--- src/rtl/stack_pop_pkg.sv ---
package stack_pop_pkg;

  typedef enum logic [2:0] {
    OP_RET_NZ = 3'd0,
    OP_RET_Z  = 3'd1,
    OP_RET_NC = 3'd2,
    OP_RET_C  = 3'd3,
    OP_RET    = 3'd4,
    OP_RETI   = 3'd5,
    OP_POP    = 3'd6,
    OP_JP_HL  = 3'd7
  } seq_op_e;

  typedef enum logic [2:0] {
    ST_IDLE,
    ST_RD_LO,
    ST_RD_HI,
    ST_RD_LAST,
    ST_RESP
  } seq_state_e;

  localparam int CYC_W     = 5;
  localparam int CYC_JUMP  = 4;
  localparam int CYC_SKIP  = 8;
  localparam int CYC_POP   = 12;
  localparam int CYC_RET   = 16;
  localparam int CYC_TAKEN = 20;

  localparam logic [1:0] PAIR_AF = 2'd3;

  function automatic logic [CYC_W-1:0] cycle_cost(seq_op_e op, logic popped);
    case (op)
      OP_JP_HL:        return CYC_W'(CYC_JUMP);
      OP_POP:          return CYC_W'(CYC_POP);
      OP_RET, OP_RETI: return CYC_W'(CYC_RET);
      default:         return popped ? CYC_W'(CYC_TAKEN) : CYC_W'(CYC_SKIP);
    endcase
  endfunction

endpackage

--- src/rtl/stack_pop_cond.sv ---
module stack_pop_cond
  import stack_pop_pkg::*;
(
  input  seq_op_e op,
  input  logic    flag_z,
  input  logic    flag_c,
  output logic    need_pop
);
  always_comb begin
    case (op)
      OP_RET_NZ: need_pop = ~flag_z;
      OP_RET_Z:  need_pop = flag_z;
      OP_RET_NC: need_pop = ~flag_c;
      OP_RET_C:  need_pop = flag_c;
      OP_JP_HL:  need_pop = 1'b0;
      default:   need_pop = 1'b1;
    endcase
  end
endmodule

--- src/rtl/stack_pop_word.sv ---
module stack_pop_word #(
  parameter int DW        = 8,
  parameter int MASK_BITS = 4,
  localparam int WW       = 2 * DW
) (
  input  logic          clk,
  input  logic          rst_n,
  input  logic          cap_lo,
  input  logic          cap_hi,
  input  logic          mask_low,
  input  logic [DW-1:0] rdata,
  output logic [WW-1:0] word
);
  localparam logic [DW-1:0] KEEP = {{(DW-MASK_BITS){1'b1}}, {MASK_BITS{1'b0}}};

  logic [DW-1:0] lo_q, hi_q;

  always_ff @(posedge clk or negedge rst_n) begin
    if (!rst_n) begin
      lo_q <= '0;
      hi_q <= '0;
    end else begin
      if (cap_lo) lo_q <= rdata;
      if (cap_hi) hi_q <= rdata;
    end
  end

  assign word = {hi_q, mask_low ? (lo_q & KEEP) : lo_q};

  // the two capture strobes never coincide
  p_one_capture_r3: assert property (@(posedge clk) disable iff (!rst_n)
    !(cap_lo && cap_hi));
endmodule

--- src/rtl/stack_pop_ctrl.sv ---
module stack_pop_ctrl
  import stack_pop_pkg::*;
#(
  parameter int AW = 16
) (
  input  logic          clk,
  input  logic          rst_n,
  input  logic          cmd_valid,
  input  logic          need_pop,
  input  logic          res_ready,
  input  logic [AW-1:0] sp_q,
  output logic          cmd_ready,
  output logic          cmd_fire,
  output logic          res_valid,
  output logic          res_fire,
  output logic          mem_req,
  output logic [AW-1:0] mem_addr,
  output logic          cap_lo,
  output logic          cap_hi
);
  seq_state_e state_q, state_d;

  assign cmd_ready = (state_q == ST_IDLE);
  assign cmd_fire  = cmd_valid && cmd_ready;
  assign res_valid = (state_q == ST_RESP);
  assign res_fire  = res_valid && res_ready;
  assign mem_req   = (state_q == ST_RD_LO) || (state_q == ST_RD_HI);
  assign mem_addr  = (state_q == ST_RD_HI) ? sp_q + AW'(1) : sp_q;
  assign cap_lo    = (state_q == ST_RD_HI);
  assign cap_hi    = (state_q == ST_RD_LAST);

  always_comb begin
    state_d = state_q;
    case (state_q)
      ST_IDLE:    if (cmd_fire) state_d = need_pop ? ST_RD_LO : ST_RESP;
      ST_RD_LO:   state_d = ST_RD_HI;
      ST_RD_HI:   state_d = ST_RD_LAST;
      ST_RD_LAST: state_d = ST_RESP;
      ST_RESP:    if (res_ready) state_d = ST_IDLE;
      default:    state_d = ST_IDLE;
    endcase
  end

  always_ff @(posedge clk or negedge rst_n) begin
    if (!rst_n) state_q <= ST_IDLE;
    else        state_q <= state_d;
  end

  // the high-byte request follows the low-byte request at the next address
  p_lo_then_hi_r3: assert property (@(posedge clk) disable iff (!rst_n)
    (state_q == ST_RD_LO) |=> (mem_req && mem_addr == $past(mem_addr) + AW'(1)));
  // no memory traffic while idle or presenting a result
  p_quiet_port_r4: assert property (@(posedge clk) disable iff (!rst_n)
    (cmd_ready || res_valid) |-> !mem_req);
  // a command is never taken while a result is pending
  p_single_flight_r1: assert property (@(posedge clk) disable iff (!rst_n)
    res_valid |-> !cmd_ready);
endmodule

--- src/rtl/stack_pop_seq.sv ---
module stack_pop_seq
  import stack_pop_pkg::*;
#(
  parameter int DW = 8,
  localparam int AW = 2 * DW
) (
  input  logic          clk,
  input  logic          rst_n,
  input  logic          cmd_valid,
  output logic          cmd_ready,
  input  logic [2:0]    cmd_op,
  input  logic [1:0]    cmd_pair,
  input  logic          cmd_flag_z,
  input  logic          cmd_flag_c,
  input  logic [AW-1:0] cmd_sp,
  input  logic [AW-1:0] cmd_hl,
  output logic          mem_req,
  output logic [AW-1:0] mem_addr,
  input  logic [DW-1:0] mem_rdata,
  output logic          res_valid,
  input  logic          res_ready,
  output logic [AW-1:0] res_word,
  output logic [AW-1:0] res_sp,
  output logic          res_pc_load,
  output logic          res_pair_load,
  output logic [1:0]    res_pair,
  output logic [CYC_W-1:0] res_cycles,
  output logic          done,
  output logic          ime
);
  seq_op_e       op_in, op_q;
  logic          need_pop, pop_q;
  logic [1:0]    pair_q;
  logic [AW-1:0] sp_q, hl_q, word;
  logic          cmd_fire, res_fire, cap_lo, cap_hi;

  assign op_in = seq_op_e'(cmd_op);

  stack_pop_cond u_cond (
    .op       (op_in),
    .flag_z   (cmd_flag_z),
    .flag_c   (cmd_flag_c),
    .need_pop (need_pop)
  );

  stack_pop_ctrl #(.AW(AW)) u_ctrl (
    .clk       (clk),
    .rst_n     (rst_n),
    .cmd_valid (cmd_valid),
    .need_pop  (need_pop),
    .res_ready (res_ready),
    .sp_q      (sp_q),
    .cmd_ready (cmd_ready),
    .cmd_fire  (cmd_fire),
    .res_valid (res_valid),
    .res_fire  (res_fire),
    .mem_req   (mem_req),
    .mem_addr  (mem_addr),
    .cap_lo    (cap_lo),
    .cap_hi    (cap_hi)
  );

  stack_pop_word #(.DW(DW), .MASK_BITS(4)) u_word (
    .clk      (clk),
    .rst_n    (rst_n),
    .cap_lo   (cap_lo),
    .cap_hi   (cap_hi),
    .mask_low ((op_q == OP_POP) && (pair_q == PAIR_AF)),
    .rdata    (mem_rdata),
    .word     (word)
  );

  always_ff @(posedge clk or negedge rst_n) begin
    if (!rst_n) begin
      op_q   <= OP_RET_NZ;
      pop_q  <= 1'b0;
      pair_q <= '0;
      sp_q   <= '0;
      hl_q   <= '0;
    end else if (cmd_fire) begin
      op_q   <= op_in;
      pop_q  <= need_pop;
      pair_q <= cmd_pair;
      sp_q   <= cmd_sp;
      hl_q   <= cmd_hl;
    end
  end

  always_ff @(posedge clk or negedge rst_n) begin
    if (!rst_n) begin
      done <= 1'b0;
      ime  <= 1'b0;
    end else begin
      done <= res_fire;
      if (res_fire && op_q == OP_RETI) ime <= 1'b1;
    end
  end

  assign res_pair_load = (op_q == OP_POP);
  assign res_pc_load   = (op_q == OP_JP_HL) || (pop_q && op_q != OP_POP);
  assign res_pair      = pair_q;
  assign res_sp        = pop_q ? sp_q + AW'(2) : sp_q;
  assign res_cycles    = cycle_cost(op_q, pop_q);
  always_comb begin
    if (op_q == OP_JP_HL) res_word = hl_q;
    else if (pop_q)       res_word = word;
    else                  res_word = '0;
  end

  // result held under back-pressure
  p_hold_r9: assert property (@(posedge clk) disable iff (!rst_n)
    (res_valid && !res_ready) |=> (res_valid && $stable(res_word) && $stable(res_sp)
                                   && $stable(res_cycles) && $stable(res_pc_load)
                                   && $stable(res_pair_load)));
  // completion pulse lasts one cycle
  p_done_pulse_r10: assert property (@(posedge clk) disable iff (!rst_n)
    done |=> !done);
  // the interrupt enable only ever rises
  p_ime_sticky_r6: assert property (@(posedge clk) disable iff (!rst_n)
    ime |=> ime);
  // a skipped return leaves SP as given
  p_skip_sp_r4: assert property (@(posedge clk) disable iff (!rst_n)
    (res_valid && !res_pc_load && !res_pair_load) |-> (res_sp == sp_q && res_word == '0));
  // AF pop clears the low flag nibble
  p_af_mask_r7: assert property (@(posedge clk) disable iff (!rst_n)
    (res_valid && res_pair_load && res_pair == PAIR_AF) |-> (res_word[3:0] == 4'h0));
  // pops cost 12 cycles
  p_pop_cost_r5: assert property (@(posedge clk) disable iff (!rst_n)
    (res_valid && res_pair_load) |-> (res_cycles == CYC_W'(CYC_POP)));
endmodule

--- config.mk ---
export PLATFORM = sky130hd
export DESIGN_NAME = stack_pop_seq
export DESIGN_NICKNAME = d
export VERILOG_FILES = /design/src/rtl/stack_pop_pkg.sv /design/src/rtl/stack_pop_cond.sv /design/src/rtl/stack_pop_word.sv /design/src/rtl/stack_pop_ctrl.sv /design/src/rtl/stack_pop_seq.sv
export SDC_FILE = /design/constraint.sdc
export NUM_CORES = 1
export LEC_CHECK = 0
export BUFFER_PORTS_ARGS = -buffer_cell sky130_fd_sc_hd__buf_4
export CAP_MARGIN = 40
export CORE_MARGIN = 2
export CORE_UTILIZATION = 54
export DETAILED_ROUTE_END_ITERATION = 12
export PLACE_DENSITY_LB_ADDON = 0.08
export SKIP_CTS_REPAIR_TIMING = 1
export SYNTH_ARGS = -nofsm -noshare
export SYNTH_HDL_FRONTEND = slang
export SYNTH_SLANG_ARGS = --single-unit
--- constraint.sdc ---
create_clock -name clk -period 4.37 [get_ports clk]
set_input_delay 0.6555 -clock clk [delete_from_list [all_inputs] [get_ports clk]]
set_output_delay 0.6555 -clock clk [all_outputs]
set_load 0.03 [all_outputs]
==> results of run 1 <==
==> registers in the layout (all words and copies together), names as in the netlist <==
| register | cells |
|---|---|
| sp_q | 16 |
| res_pair | 2 |
| u_ctrl.state_q | 3 |
| hl_q | 16 |
| pop_q | 1 |
| done | 1 |
| op_q | 3 |
| u_word.hi_q | 8 |
| u_word.lo_q | 8 |
| ime | 1 |
==> cells in the final DEF (no fill, tap or decap), drive strengths merged, types with 5 or more instances in the layout <==
cell type    n
inv          6
buf        115
xnor2       19
mux2        19
nand2      146
nor2        12
dfrtp       59
clkbuf      13
xor2        11
and3         5
o21ai       18
nand4        8
nand3        6
==> kinds of logic after synthesis <==
group | share of synthesized area, %
AO/OA/AOI/OAI | 6.10
adder cells (fa/ha/maj) | 0.797
XOR/XNOR | 8.37
buffers and inverters | 5.02
other | 0.119
flip-flops | 47.0
AND/OR/NAND/NOR | 25.5
multiplexers | 7.13
==> through the flow <==
step | cells | total power, mW | instance area, µm² | setup WS, ns
3_5_place_dp | 525 | 3.12 | 4000 | 1.75
6_report | 539 | 3.56 | 4180 | 1.42
5_1_grt | 539 | 3.79 | 4180 | 1.25
3_3_place_gp | 522 | 3.05 | 3950 | 1.70
4_1_cts | 539 | 3.59 | 4180 | 1.41
2_1_floorplan | 365 | 2.42 | 3140 | 1.88
==> per-layer routing <==
layer	global-route usage, %	wire length (µm)	share of wire [%]
met1	29.5	3060	42
met3	6.97	553	7.6
met4	8.81	100	1.4
met5	0	0	0
met2	38.1	3540	49
==> worst max-delay path, delay by kind of cell (launching register included) <==
family / cells / cell delay (ns)
XOR/XNOR: 1 / 0.14
flip-flops: 1 / 0.87
buffers and inverters: 1 / 0.17
AND/OR/NAND/NOR: 3 / 0.80
==> cell type report <==
type / count / area, µm²
Tap cell: 72 / 90.1
Multi-Input combinational cell: 273 / 1520
Clock buffer: 13 / 179
Timing Repair Buffer: 115 / 891
Clock inverter: 1 / 7.51
Fill cell: 442 / 1390
Sequential cell: 59 / 1480
Inverter: 6 / 22.5
==> worst max path at each step <==
stage,from,to,depth (start not counted)
floorplan,u_ctrl.state_q[2]$_DFFE_PN0P_,mem_addr[8],5
global placement,u_ctrl.state_q[2]$_DFFE_PN0P_,mem_addr[5],5
detailed placement,pop_q$_DFFE_PN0P_,res_sp[8],5
CTS,pop_q$_DFFE_PN0P_,res_sp[8],5
global route,pop_q$_DFFE_PN0P_,res_sp[8],5
finish,pop_q$_DFFE_PN0P_,res_sp[8],5
==> power by group through the flow <==
stage / clock (mW) / sequential (mW) / combinational [mW]
after floorplan: 0 / 0.988 / 1.43
after global placement: 0 / 1.10 / 1.95
after detailed placement: 0 / 1.12 / 2.01
after CTS: 0.461 / 1.11 / 2.01
after global routing: 0.482 / 1.16 / 2.15
final: 0.449 / 1.12 / 1.99
==> impl_metrics.env, run 1 <==
export IMPL_fmax_mhz=339
export IMPL_clock_latency_ns=0.32
export IMPL_grt_setup_unrepaired="no"
export IMPL_routed_wl_mm=7.25
export IMPL_area_growth_pct=33.1
export IMPL_die_w_um=80.3
export IMPL_overflow=0
export IMPL_numCtsBuffers=9
export IMPL_cts_root_buffer="clkbuf_8"
export IMPL_final_hold_violation_count=0
export IMPL_ys_ff_latch=59
export IMPL_fin_util_pct=75.0
export IMPL_gp_congestion=0.819
export IMPL_async_flop_share_pct=100
export IMPL_syn_cell_area_mm2=0.00314
export IMPL_dpl_hpwl_mm=5.36
export IMPL_synth_enable_flop_cells=0
export IMPL_status="completed"
export IMPL_synth_most_common_cell="nand2_1"
export IMPL_reg2reg_to="hl_q[9]$_DFFE_PN0P_"
export IMPL_maxCapViolCount=0
export IMPL_critPathKind="flop to output pin"
export IMPL_first_pass_iters=4
export IMPL_synth_top_area_cell="dfrtp_1"
export IMPL_crit_slowest_cell="dfrtp_1"
export IMPL_first_iter_violations=110
export IMPL_grt_pass1_vias=2528
export IMPL_slew_headroom_pct=45.9
export IMPL_die_y_um=80.3
export IMPL_vias_per_cell=5.14
export IMPL_drive_above_1_share_pct=32.3
export IMPL_clockPowerShare_pct=12.6
export IMPL_cp_arrival_ns=2.29
export IMPL_ys_warn_count=0
export IMPL_wire_per_inst_um=13.5
export IMPL_ys_types=34
export IMPL_power_switching_mw=1.67
export IMPL_setup_tns_ns=0
export IMPL_fin_nets=517
export IMPL_vias=2772
export IMPL_ant_nets=0
export IMPL_hp_class="primary input to async pin"
export IMPL_pwr_share_seq_pct=31.3
export IMPL_antenna_found_initial=0
export IMPL_netlist_area_leader_share_pct=47.0
export IMPL_port_buffers=110
export IMPL_ys_seq_area_share_pct=47.0
export IMPL_crit_fanout=23
export IMPL_worst_setup_path_start_kind="flop"
export IMPL_synth_common_cells="nand2_1, dfrtp_1, mux2_2, xnor2_1, o21ai_0"
export IMPL_htree_num_levels=3
export IMPL_diodes=0
export IMPL_fin_hold_ws_ns=0.383
export IMPL_die_area_mm2=0.00644
export IMPL_r2r_slack_ns=2.40
export IMPL_p_int_mw=1.88
export IMPL_p_comb_share_pct=56.1
export IMPL_fin_skew_ns=0.0132
export IMPL_period_needed_ns=2.95
export IMPL_drc_errors=0
export IMPL_setup_viol=0
export IMPL_grt_pass1_wl_mm=11.5
export IMPL_cellPowerDensity_mw_per_mm2=851
export IMPL_coreArea_mm2=0.00557
export IMPL_ir_drop_v=0.000494
export IMPL_postSynthCellCount=364
export IMPL_synthTopCellsByArea="dfrtp_1, nand2_1, mux2_2"
export IMPL_r2r_cells=6
export IMPL_min_period_over_period_pct=67.4
export IMPL_r2r_start="u_ctrl.state_q[2]$_DFFE_PN0P_"
export IMPL_pin_count=113
export IMPL_power_leakage_nw=2.17
export IMPL_endpoint_kind="output pin"
export IMPL_p_sw_share_pct=47.1
export IMPL_crit_chain="nand4_1 -> nor2_1 -> and3_1 -> xor2_1 -> buf_4"
export IMPL_clock_sinks=59
export IMPL_avgSynthCellArea_um2=8.63
export IMPL_cp_slowest_stage_delay_ns=0.87
export IMPL_clockBufferDepth=2
export IMPL_rows=27
export IMPL_grt_start_max_net_pins=60
export IMPL_clk_pin_slew_ns=0.07
export IMPL_cts_tree="yes"
export IMPL_worst_slew_pin_slew_ns=0.812
export IMPL_synth_ff_type="dfrtp_1"
export IMPL_grt_util_all_layers_pct=23.4
export IMPL_maxSlewViolCount=0
export IMPL_cp_required_ns=3.71
export IMPL_initial_core_util_pct=56.3
Note: power is estimated with default switching activity, not from simulation.
==> inputs of run 2 (changes only) <==
--- a/config.mk
+++ b/config.mk
@@ -5,10 +5,11 @@
 export SDC_FILE = /design/constraint.sdc
 export NUM_CORES = 1
 export LEC_CHECK = 0
+export ABC_AREA = 1
 export BUFFER_PORTS_ARGS = -buffer_cell sky130_fd_sc_hd__buf_4
 export CAP_MARGIN = 40
 export CORE_MARGIN = 2
-export CORE_UTILIZATION = 54
+export CORE_UTILIZATION = 45
 export DETAILED_ROUTE_END_ITERATION = 12
 export PLACE_DENSITY_LB_ADDON = 0.08
 export SKIP_CTS_REPAIR_TIMING = 1
==> constraint.sdc (replaced) <==
create_clock -name clk -period 2.4 [get_ports clk]
set_input_delay 0.36 -clock clk [delete_from_list [all_inputs] [get_ports clk]]
set_output_delay 0.36 -clock clk [all_outputs]
set_load 0.03 [all_outputs]
==> run 2 against run 1 <==
Effect of this change: setup slack worse by 1.3 ns; sequential cell count stayed put; clock skew is 0.0073 ns lower; clock power is 96% higher; routed wire length is 9.5% higher; cell count is 12% higher; sequential power is 68% higher; first-iteration DRC count is 27% higher; core utilization is 14 points lower; non-clock buffer count stayed put; final area is 3.7% higher; synthesized cell count is 7.4% higher; largest power group unchanged; highest routed layer unchanged.
==> impl_metrics.env, run 2 <==
export IMPL_status="completed"
export IMPL_maxCapViolCount=0
export IMPL_power_leakage_nw=2.24
export IMPL_clock_sinks=59
export IMPL_cp_slowest_stage_delay_ns=0.43
export IMPL_fin_util_pct=60.7
export IMPL_diodes=0
export IMPL_yosys_area_share_adder_pct=0.769
export IMPL_synth_top_area_cell="dfrtp_1"
export IMPL_placed_cell_area_mm2=0.00413
export IMPL_cts_tree="yes"
export IMPL_syn_cell_area_mm2=0.00325
export IMPL_die_w_um=89.0
export IMPL_top_usage_layer="met2"
export IMPL_pin_count=113
export IMPL_r2r_cells=5
export IMPL_crit_chain="nand2_1 -> inv_1 -> nand2_1 -> clkinvlp_4 -> o21ai_0 -> buf_4"
export IMPL_synth_enable_flop_cells=0
export IMPL_mostFrequentLayoutCell="buf_4"
export IMPL_synth_ff_type="dfrtp_1"
export IMPL_coreArea_mm2=0.00714
export IMPL_crit_top_cell="nand2_1"
export IMPL_use_met3_pct=3.88
export IMPL_routed_wl_mm=7.94
export IMPL_maxSlewViolCount=0
export IMPL_grt_start_max_net_pins=60
export IMPL_cp_arrival_ns=1.91
export IMPL_grt_pass1_vias=2802
export IMPL_netlist_area_leader_share_pct=45.4
export IMPL_die_y_um=89.0
export IMPL_drc_errors=0
export IMPL_area_growth_pct=33.2
export IMPL_synth_xor_area_share_pct=5.11
export IMPL_mostFrequentLayoutCells="buf_4, nand2_1, dfrtp_1"
export IMPL_synth_compound_area_share_pct=7.61
export IMPL_vias=2918
export IMPL_top_regs="hl_q x16, sp_q x16"
export IMPL_htree_num_levels=3
export IMPL_synthMuxAreaShare_pct=7.96
export IMPL_hp_class="primary input to async pin"
export IMPL_critical_path_top_delay_family="buffers and inverters"
export IMPL_fin_skew_ns=0.00596
export IMPL_p_int_mw=3.43
export IMPL_vias_per_cell=4.83
export IMPL_cellPowerDensity_mw_per_mm2=1540
export IMPL_p_comb_share_pct=58.8
export IMPL_endpoint_kind="output pin"
export IMPL_ys_warn_count=0
export IMPL_placed_cells=587
export IMPL_clock_latency_ns=0.33
export IMPL_initial_core_util_pct=45.6
export IMPL_cp_required_ns=2.04
export IMPL_crit_start="op_q[2]$_DFFE_PN0P_"
export IMPL_fin_nets=553
export IMPL_synth_most_common_cell="nand2_1"
export IMPL_grt_setup_unrepaired="yes"
export IMPL_port_buffers=110
export IMPL_fmax_mhz=441
export IMPL_ys_seq_area_share_pct=45.4
export IMPL_min_period_over_period_pct=94.5
export IMPL_drive_above_1_share_pct=33.5
export IMPL_crit_fanout=20
export IMPL_clk_pin_slew_ns=0.07
export IMPL_synth_simple_area_share_pct=25.3
export IMPL_final_area_mm2=0.00434
export IMPL_r2r_slack_ns=0.70
export IMPL_synth_common_cells="nand2_1, dfrtp_1, inv_1, o21ai_0, nand3_1"
export IMPL_overflow=0
export IMPL_worst_slew_pin_slew_ns=0.759
export IMPL_ys_types=30
export IMPL_dpl_hpwl_mm=5.82
export IMPL_clockBufferDepth=2
export IMPL_async_flop_share_pct=100
export IMPL_final_hold_violation_count=0
export IMPL_pwr_share_seq_pct=28.1
export IMPL_slew_headroom_pct=49.4
export IMPL_power_switching_mw=3.27
export IMPL_layoutNonFillerInstCount=604
export IMPL_postSynthCellCount=391
export IMPL_cts_root_buffer="clkbuf_8"
export IMPL_gp_congestion=0.879
export IMPL_setup_viol=0
export IMPL_p_sw_share_pct=48.7
export IMPL_synthTopCellsByArea="dfrtp_1, nand2_1, mux2_2"
export IMPL_antenna_found_initial=0
export IMPL_avgSynthCellArea_um2=8.32
export IMPL_first_pass_iters=4
export IMPL_synth_top_family_by_area="simple AND/OR/NAND/NOR gates"
export IMPL_clockPowerShare_pct=13.1
export IMPL_die_area_mm2=0.00793
export IMPL_worst_setup_path_start_kind="flop"
export IMPL_rows=31
export IMPL_reg2reg_to="hl_q[11]$_DFFE_PN0P_"
export IMPL_ys_ff_latch=59
export IMPL_numCtsBuffers=9
export IMPL_critical_path_buf_inv_count=3
export IMPL_ant_nets=0
export IMPL_grt_pass1_wl_mm=12.8
export IMPL_first_iter_violations=140
export IMPL_grt_use_met1_pct=26.0
export IMPL_met2_usage_pct=35.9
export IMPL_ir_drop_v=0.000792
export IMPL_wire_per_inst_um=13.1
export IMPL_finalPower_mw=6.70
export IMPL_period_needed_ns=2.27
export IMPL_critPathKind="flop to output pin"
export IMPL_fin_hold_ws_ns=0.0804
export IMPL_r2r_start="u_ctrl.state_q[1]$_DFFE_PN0P_"
export IMPL_grt_util_all_layers_pct=20.9
export IMPL_crit_slowest_cell="dfrtp_1"
==> run 2: cell types whose count changed after synthesis, sizes merged, moves of 6 or more <==
| cell | before | now |
|---|---|---|
| nand2 | 146 | 110 |
| inv | 6 | 38 |
| nand3 | 6 | 32 |
| nor2 | 12 | 35 |
| o21ai | 18 | 36 |
| xnor2 | 19 | 2 |
| a21oi | 1 | 12 |
| clkbuf | 13 | 4 |
| nand4 | 8 | 1 |
| xor2 | 11 | 17 |
==> run 2: layout make-up <==
type | instances | area (µm²)
Inverter | 38 | 146
Tap cell | 99 | 124
Clock inverter | 2 | 35.0
Fill cell | 701 | 2800
Clock buffer | 14 | 153
Timing Repair Buffer | 115 | 863
Multi-Input combinational cell | 277 | 1540
Sequential cell | 59 | 1480
==> run 2: power by group through the flow <==
stage / registers [mW] / logic (mW) / clock network (mW)
after floorplan: 1.83 / 2.66 / 0
after global placement: 1.88 / 3.88 / 0
after detailed placement: 1.90 / 3.93 / 0
after CTS: 1.89 / 3.94 / 0.892
after global routing: 1.95 / 4.27 / 0.936
final: 1.88 / 3.94 / 0.878
==> run 2: kinds of logic (layout without fill, tap and decap cells) <==
logic type / after synthesis / in the layout
AND/OR/NAND/NOR: 182 / 182
adder cells (fa/ha/maj): 2 / 2
XOR/XNOR: 19 / 19
buffers and inverters: 56 / 169
flip-flops: 59 / 59
other: 1 / 2
AO/OA/AOI/OAI: 49 / 49
multiplexers: 23 / 23
==> run 2: how the worst max path moves through the flow <==
stage / depth (start not counted) / end
after global routing: 9 / mem_addr[8]
after floorplan: 7 / res_sp[15]
final: 6 / res_word[2]
after detailed placement: 6 / res_word[1]
after global placement: 6 / res_word[1]
after CTS: 6 / res_word[1]
==> run 2: worst register-to-register path, stage by stage (launching register included) <==
cell     delay, ns
dfrtp_1       0.43
nor2_1        0.14
nand2_1       0.09
inv_2         0.10
nand2_4       0.33
mux2_1        0.48
==> run 2: per-layer routing <==
metal  share of wire, %  up-vias  wire length (µm)
met5                  0        -                 0
met4                1.9        0               148
met3                5.3       12               418
met2                 49       85              3880
met1                 44     1362              3490
li1                   -     1459                 -
==> run 2: metrics by stage <==
stage,TNS [ns],worst slack (ns)
final,0,0.131
after global routing,-0.108,-0.0284
after CTS,0,0.0706
after detailed placement,0,0.441
after global placement,0,0.481
after floorplan,0,0.423
